$ cat src/rtl/dbg_tx_channel.sv
module dbg_tx_channel #(
  parameter int WIDTH = 32
) (
  input  logic             clk,
  input  logic             rst_n,
  input  logic             core_wr,
  input  logic [WIDTH-1:0] core_wdata,
  input  logic             ext_rd,
  output logic [WIDTH-1:0] ext_rdata,
  input  logic             clr_sticky,
  output logic             full,
  output logic             underrun,
  output logic             error,
  output logic             overrun
);

  logic [WIDTH-1:0] word_q;
  logic [WIDTH-1:0] rdata_q;
  logic             full_q, under_q, err_q, ovr_q;

  wire collide   = core_wr & ext_rd;
  wire under_evt = ext_rd & ~core_wr & ~full_q;
  wire ovr_evt   = core_wr & full_q;

  wire [WIDTH-1:0] read_val = collide ? core_wdata :
                              full_q  ? word_q     : '0;

  always_ff @(posedge clk or negedge rst_n) begin
    if (!rst_n) begin
      word_q  <= '0;
      rdata_q <= '0;
      full_q  <= 1'b0;
      under_q <= 1'b0;
      err_q   <= 1'b0;
      ovr_q   <= 1'b0;
    end else begin
      if (core_wr) word_q <= core_wdata;
      if (ext_rd)  rdata_q <= read_val;
      if (ext_rd)       full_q <= 1'b0;
      else if (core_wr) full_q <= 1'b1;
      under_q <= under_evt | (under_q & ~clr_sticky);
      err_q   <= under_evt | (err_q   & ~clr_sticky);
      ovr_q   <= ovr_evt   | (ovr_q   & ~clr_sticky);
    end
  end

  assign ext_rdata = rdata_q;
  assign full      = full_q;
  assign underrun  = under_q;
  assign error     = err_q;
  assign overrun   = ovr_q;

  AST_WRITE_FILLS: assert property (@(posedge clk) disable iff (!rst_n)
    core_wr && !ext_rd |=> full && $past(core_wdata) == word_q);
  AST_READ_EMPTIES: assert property (@(posedge clk) disable iff (!rst_n)
    ext_rd && !core_wr && full |=> !full && ext_rdata == $past(word_q));
  AST_UNDERRUN_FLAGS: assert property (@(posedge clk) disable iff (!rst_n)
    ext_rd && !core_wr && !full |=> underrun && error && !full && ext_rdata == '0);
  AST_COLLIDE_WRITE_FIRST: assert property (@(posedge clk) disable iff (!rst_n)
    core_wr && ext_rd |=> !full && ext_rdata == $past(core_wdata));
  AST_COLLIDE_NO_UNDERRUN: assert property (@(posedge clk) disable iff (!rst_n)
    core_wr && ext_rd && !underrun |=> !underrun);
  AST_RDATA_HELD: assert property (@(posedge clk) disable iff (!rst_n)
    !ext_rd |=> $stable(ext_rdata));
  AST_STICKY_HOLD: assert property (@(posedge clk) disable iff (!rst_n)
    !clr_sticky && (underrun || overrun) |=> underrun >= $past(underrun) && overrun >= $past(overrun));
  AST_NO_OVERFLOW: assert property (@(posedge clk) disable iff (!rst_n)
    core_wr && full |=> overrun);
  AST_IDLE_STABLE: assert property (@(posedge clk) disable iff (!rst_n)
    !core_wr && !ext_rd |=> $stable(full) && $stable(word_q));

endmodule

$ cat config.mk
export PLATFORM = sky130hd
export DESIGN_NAME = dbg_tx_channel
export DESIGN_NICKNAME = d
export VERILOG_FILES = /design/src/rtl/dbg_tx_channel.sv
export SDC_FILE = /design/constraint.sdc
export NUM_CORES = 1
export LEC_CHECK = 0
export BUFFER_PORTS_ARGS = -buffer_cell sky130_fd_sc_hd__buf_2
export CAP_MARGIN = 10
export CORE_MARGIN = 4
export CORE_UTILIZATION = 47
export DETAILED_ROUTE_END_ITERATION = 8
export PLACE_DENSITY_LB_ADDON = 0.3
export SYNTH_ARGS = -nofsm -noshare
export SYNTH_HDL_FRONTEND = slang
export SYNTH_SLANG_ARGS = --single-unit
$ cat constraint.sdc
create_clock -name clk -period 1 [get_ports clk]
set_input_delay 0.2 -clock clk [delete_from_list [all_inputs] [get_ports clk]]
set_output_delay 0.2 -clock clk [all_outputs]
set_load 0.05 [all_outputs]
==> flow_metrics.env, run 1 <==
export IMPL_numCtsBuffers=9
export IMPL_r2r_slack_ns=-0.13
export IMPL_grt_max_degree=69
export IMPL_nNetsFinal=420
export IMPL_r2r_start="full"
export IMPL_rr_endpoint="underrun"
export IMPL_power_density_nw_per_um2=1769
export IMPL_io_pin_count=73
export IMPL_clock_fmax_ghz=0.8859
export IMPL_hold_path_class="input pin to flop"
export IMPL_max_vdd_ir_drop_mv=0.9325
export IMPL_final_area_sq_um=3869
export IMPL_core_area_sq_um=5921
export IMPL_crit_path_start_kind="flop"
export IMPL_htreeDepth=3
export IMPL_hp_start="clr_sticky"
export IMPL_clkSinkCount=68
export IMPL_synth_area_per_cell_sq_um=9.855
export IMPL_place_area_sq_um=3317
export IMPL_top_layer="met4"
export IMPL_rows=28
export IMPL_finalClockSkew_ns=0.007406
export IMPL_cp_slowest_cell="dfrtp_2"
export IMPL_required_ns=1.25
export IMPL_netlist_instances=292
export IMPL_wl_met1_microns=2701
export IMPL_yosys_warnings=0
export IMPL_grt_pass1_vias=2240
export IMPL_clock_path_buffers=2
export IMPL_postRouteAntennaNets=0
export IMPL_portBuffers=72
export IMPL_drt_pass1_iterations=4
export IMPL_fin_ws_ns=-0.1288
export IMPL_dr_first_iter_drc_count=125
export IMPL_syn2layout_area_growth_pct=34.43
export IMPL_hold_viol=0
export IMPL_vias=2309
export IMPL_cp_cell_sequence="buf_4, or3b_4, o21ai_1"
export IMPL_r2r_cells=3
export IMPL_antenna_found_initial=0
export IMPL_finish_utilization_pct=65.34
export IMPL_seq_area_frac_synth_pct=59.13
export IMPL_synth_seq_cells=68
export IMPL_setup_viol=46
export IMPL_grt_first_pass_wirelength_microns=10290
export IMPL_leakagePower_nw=1.860
export IMPL_die_y_microns=86.25
export IMPL_met2WireLength_microns=3108
export IMPL_cts_root_buf="clkbuf_8"
export IMPL_syn_area_sq_um=2878
export IMPL_grt_overflow=0
export IMPL_clk_pin_slew_ns=0.07
export IMPL_cp_max_fo=3
export IMPL_min_to="error"
export IMPL_violations="negative setup slack"
export IMPL_gp_congestion=0.7375
export IMPL_layout_common_cells="67 x dfrtp_1, 36 x buf_2, 36 x buf_6"
export IMPL_ys_types=13
export IMPL_track_usage_pct=17.72
export IMPL_startpoint="full"
export IMPL_wl_per_cell_microns=13.46
export IMPL_cts_tree="done"
export IMPL_drc=0
export IMPL_worst_pin_slew_ns=0.3605
export IMPL_wl_microns=6206
export IMPL_pre_cts_slack_ns=-0.01208
export IMPL_finalMaxSlewViolations=0
export IMPL_worst_setup_path_end_kind="flop"
export IMPL_start_util_pct=48.61
export IMPL_met3_length_microns=234
export IMPL_path_buf_inv=1
export IMPL_cap_violations=0
export IMPL_critPathKind="flop to flop"
export IMPL_antenna_cells=0
export IMPL_path_depth=3
export IMPL_die_area_sq_um=7439
export IMPL_rsz0062_at_grt="true"
export IMPL_final_layout_size_suffix_gt1_share_pct=30.57
export IMPL_hpwl_microns=4006
export IMPL_layout_commonest_cell="dfrtp_1"
export IMPL_slowest_delay_ns=0.44
export IMPL_fin_crit_ns=1.129
export IMPL_period_share_pct=112.9
export IMPL_crit_arrival_ns=1.37
export IMPL_slew_headroom_pct=75.97
export IMPL_vias_per_cell=5.009
export IMPL_clk_insertion_delay_late_ns=0.32
export IMPL_chipWidth_microns=86.25
export IMPL_hold_depth=2
export IMPL_critical_path_top_delay_family="flip-flops"
export IMPL_syn_nets=329
export IMPL_status="complete, but fails checks"
-- flip-flops by register name, indices dropped and copies added, names as in the netlist --
| register | count |
|---|---|
| ext_rdata | 32 |
| word_q | 32 |
| error | 1 |
| full | 1 |
| overrun | 1 |
| underrun | 1 |
-- logic make-up (layout without fill, tap and decap cells) --
group                  count (synthesis)  after routing  share of synthesized area, %
flip-flops                            68             68                         59.13
buffers and inverters                 57            151                         10.43
AO/OA/AOI/OAI                         67             67                         13.04
AND/OR/NAND/NOR                      100            100                         17.39
-- synth_stat cells (all sizes together) --
cell    instances  area [sq um]
a31oi          32         200.2
buf            21         165.2
o21ai          35         175.2
clkbuf          1         3.750
dfrtp          68          1702
or3b            1         8.760
inv            35         131.4
nor2           34         127.6
nand2          33         123.9
nand3b         32         240.2
-- worst max path at each step --
stage | slack (ns) | endpoint
floorplan | -0.16 | error
global placement | 0.01 | underrun
detailed placement | -0.01 | ext_rdata[19]
CTS | -0.16 | full
global route | -0.16 | full
finish | -0.13 | underrun
-- worst reg2reg max path: stages (launching register included) --
cell and delay [ns]:
dfrtp_2 0.44, buf_4 0.16, or3b_4 0.38, o21ai_1 0.08
-- through the flow --
stage,TNS [ns],power (W),hold slack (ns),std cells
6_report,-3.073,0.006843,0.08252,461
5_1_grt,-5.006,0.007180,0.06904,461
4_1_cts,-3.500,0.006848,0.05752,452
3_5_place_dp,-0.02214,0.004557,0.2487,429
3_3_place_gp,0,0.004522,0.2489,429
2_1_floorplan,-4.327,0.004143,-0.09559,292
-- layer usage --
| layer | GRT usage (%) | vias up |
|---|---|---|
| met2 | 27.96 | 55 |
| li1 | - | 1144 |
| met4 | 9.348 | 0 |
| met3 | 3.897 | 13 |
| met5 | 0 | - |
| met1 | 22.99 | 1097 |
-- final cells by class --
cell class	count	area [sq um]
multi-input cells	167	882.1
clock inverters	2	10.01
repair buffers	102	883.3
inverters	35	131.4
flip-flops and latches	68	1703
well taps	75	93.84
clock buffers	12	165.2
fillers	477	2052
-- power breakdown --
group          switching [W]  leakage [nW]  internal, W  total (W)
registers           0.000181         0.814      0.00302    0.00320
clock network       0.000943        0.0941      0.00107    0.00201
logic               0.000984         0.952     0.000648    0.00163
-- what timing repair did --
item,in CTS,in global routing
hold buffers,1,0
setup buffers,8,9
cloned,0,0
gates resized for setup,72,4
pin swaps,0,3
endpoints found under the hold margin,68,0
setup endpoints to repair,38,50
Power figures use the tool's default switching activity.
==> run 2: changes to the inputs <==
--- a/config.mk
+++ b/config.mk
@@ -5,10 +5,11 @@
 export SDC_FILE = /design/constraint.sdc
 export NUM_CORES = 1
 export LEC_CHECK = 0
+export ABC_AREA = 1
 export BUFFER_PORTS_ARGS = -buffer_cell sky130_fd_sc_hd__buf_2
 export CAP_MARGIN = 10
 export CORE_MARGIN = 4
-export CORE_UTILIZATION = 47
+export CORE_UTILIZATION = 48
 export DETAILED_ROUTE_END_ITERATION = 8
 export PLACE_DENSITY_LB_ADDON = 0.3
 export SYNTH_ARGS = -nofsm -noshare
==> run 2 against run 1 <==
  * The flow still finishes with violations (negative setup slack)
  * Register-to-register slack improved by 0.15 ns
  * Fmax shrank 6.3%
  * Clock power grew 9%
  * Utilization is 1.7 points higher
  * Cell area is 4.4% higher
  * Die area increased by 3.0%
  * Clock-buffer cell count increased by 2
  * Combinational power grew 5%
  * Total power is 3.1% higher
  * Synthesized area increased by 5.5%
  * Non-clock buffer count did not move
  * Hold slack better by 0.0035 ns
  * Largest cell class unchanged
  * Largest power group unchanged
==> flow_metrics.env, run 2 <==
export IMPL_clock_fmax_ghz=0.8301
export IMPL_vias=2571
export IMPL_worst_setup_path_end_kind="output port"
export IMPL_final_layout_size_suffix_gt1_share_pct=27.69
export IMPL_finish_utilization_pct=67.01
export IMPL_critPathKind="flop to output port"
export IMPL_whs_ns=0.08600
export IMPL_start_util_pct=50.39
export IMPL_synth_edf_count=0
export IMPL_synth_area_per_cell_sq_um=8.412
export IMPL_clock_path_buffers=2
export IMPL_crit_path_start_kind="flop"
export IMPL_clk_insertion_delay_late_ns=0.33
export IMPL_cts_tree="done"
export IMPL_drc=0
export IMPL_vias_per_cell=4.851
export IMPL_grt_max_degree=69
export IMPL_portBuffers=72
export IMPL_slowest_delay_ns=0.41
export IMPL_power_density_nw_per_um2=1748
export IMPL_fin_crit_ns=1.205
export IMPL_power_frac_comb_pct=24.2
export IMPL_hpwl_microns=4090
export IMPL_antenna_cells=0
export IMPL_track_usage_pct=18.96
export IMPL_rows=28
export IMPL_worst_pin_slew_ns=0.3612
export IMPL_core_area_sq_um=6026
export IMPL_grt_first_pass_wirelength_microns=11230
export IMPL_ys_top_cells_by_count="97 x nand2_1, 68 x dfrtp_1, 65 x nand3_1"
export IMPL_pwr_share_seq_pct=44.7
export IMPL_cap_violations=0
export IMPL_hold_viol=0
export IMPL_path_buf_inv=2
export IMPL_nNetsFinal=487
export IMPL_max_vdd_ir_drop_mv=1.192
export IMPL_grt_pass1_vias=2412
export IMPL_gp_congestion=0.7558
export IMPL_syn_area_sq_um=3037
export IMPL_clk_pin_slew_ns=0.07
export IMPL_drt_pass1_iterations=4
export IMPL_grt_overflow=0
export IMPL_ys_types=14
export IMPL_syn_nets=398
export IMPL_layout_commonest_cell="nand2_1"
export IMPL_finalClockSkew_ns=0.009162
export IMPL_status="complete, but fails checks"
export IMPL_synth_most_common_cell="nand2_1"
export IMPL_total_power_w=0.007058
export IMPL_clkSinkCount=68
export IMPL_wl_per_cell_microns=12.52
export IMPL_p_sw_share_pct=30.85
export IMPL_cts_root_buf="clkbuf_8"
export IMPL_finalMaxSlewViolations=0
export IMPL_critical_path_top_delay_family="flip-flops"
export IMPL_pwr_share_clk_pct=31.1
export IMPL_synthArstFlopShare_pct=100.0
export IMPL_required_ns=0.80
export IMPL_chipWidth_microns=87.54
export IMPL_setup_viol=36
export IMPL_period_share_pct=120.5
export IMPL_die_area_sq_um=7663
export IMPL_slew_headroom_pct=75.92
export IMPL_violations="negative setup slack"
export IMPL_hold_path_class="input pin to flop"
export IMPL_die_y_microns=87.54
export IMPL_synth_seq_cells=68
export IMPL_rsz0062_at_grt="true"
export IMPL_p_switching_w=0.002178
export IMPL_yosys_warnings=0
export IMPL_leakagePower_nw=2.098
export IMPL_cp_max_fo=2
export IMPL_seq_area_frac_synth_pct=56.04
export IMPL_numCtsBuffers=9
export IMPL_layout_common_cells="97 x nand2_1, 67 x dfrtp_1, 65 x nand3_1"
export IMPL_netlist_instances=361
export IMPL_synth_top_flop_cell="dfrtp_1"
export IMPL_yosys_area_top_type_share_pct=56.04
export IMPL_synth_area_leaders="dfrtp_1 56%, nand2_1 12%, nand3_1 11%"
export IMPL_antenna_found_initial=0
export IMPL_htreeDepth=3
export IMPL_yosys_area_top_type="dfrtp_1"
export IMPL_dr_first_iter_drc_count=113
export IMPL_cp_cell_sequence="buf_6, buf_8"
export IMPL_setup_tns_ns=-3.192
export IMPL_wl_microns=6634
export IMPL_syn2layout_area_growth_pct=32.96
export IMPL_postRouteAntennaNets=0
export IMPL_p_int_w=0.004880
export IMPL_fin_ws_ns=-0.2047
export IMPL_cp_slowest_cell="dfrtp_2"
export IMPL_io_pin_count=73
export IMPL_crit_arrival_ns=1.00
[run 2: metrics by stage]
| step | instance area, sq um | setup WS [ns] | instances |
|---|---|---|---|
| finish | 4038 | -0.2047 | 530 |
| global route | 4038 | -0.2368 | 530 |
| CTS | 3960 | -0.2274 | 520 |
| detailed placement | 3467 | -0.1391 | 495 |
| global placement | 3467 | -0.1052 | 495 |
| floorplan | 3049 | -0.02557 | 361 |
[run 2: layer usage]
metal	global-route usage [%]	wire (microns)
met5	0	0
met4	9.484	133
met3	3.575	417
met2	28.63	2951
met1	26.27	3132
[run 2: timing repair]
action,4_1_cts,5_1_grt
gates resized for setup,75,1
hold endpoints to repair,68,0
buffers inserted,8,10
endpoints found under the setup margin,68,68
hold buffers,1,0
[run 2: power by group through the flow]
| stage | Combinational (W) | Sequential, W | Clock (W) |
|---|---|---|---|
| after floorplan | 0.000486 | 0.00368 | 0 |
| final | 0.00171 | 0.00316 | 0.00220 |
| after detailed placement | 0.00142 | 0.00317 | 0 |
| after global placement | 0.00140 | 0.00316 | 0 |
| after CTS | 0.00166 | 0.00315 | 0.00226 |
| after global routing | 0.00184 | 0.00319 | 0.00240 |
[run 2: cell families after synthesis]
group,count (synthesis),share of synthesized area [%]
AND/OR/NAND/NOR,194,26.66
flip-flops,68,56.04
buffers and inverters,63,10.09
AO/OA/AOI/OAI,36,7.211
[run 2: path summary, 6_finish.rpt]
| kind | start | to | slack (ns) | depth (start not counted) |
|---|---|---|---|---|
| min in group asynchronous | rst_n | ext_rdata[4] | 0.42 | 3 |
| max in group asynchronous | rst_n | ext_rdata[18] | 0.29 | 3 |
| worst max register to register | full | ext_rdata[16] | 0.02 | 4 |
| worst min register to register | word_q[8] | word_q[8] | 0.50 | 2 |
| worst max-delay path | full | full | -0.20 | 2 |
| worst min-delay path | core_wdata[26] | word_q[26] | 0.09 | 3 |
[run 2: worst reg2reg max path: cells and delay by family, from the launching register on]
kind                   cells  cell delay [ns]
flip-flops                 1             0.41
AND/OR/NAND/NOR            3             0.32
buffers and inverters      1             0.13
[run 2: layout make-up]
type / instances / area, sq um
Fill cell: 480 / 1988
Sequential cell: 68 / 1703
Multi-Input combinational cell: 230 / 1028
Timing Repair Buffer: 102 / 873.3
Clock buffer: 14 / 152.6
Inverter: 39 / 151.4
Tap cell: 75 / 93.84
Clock inverter: 2 / 35.03
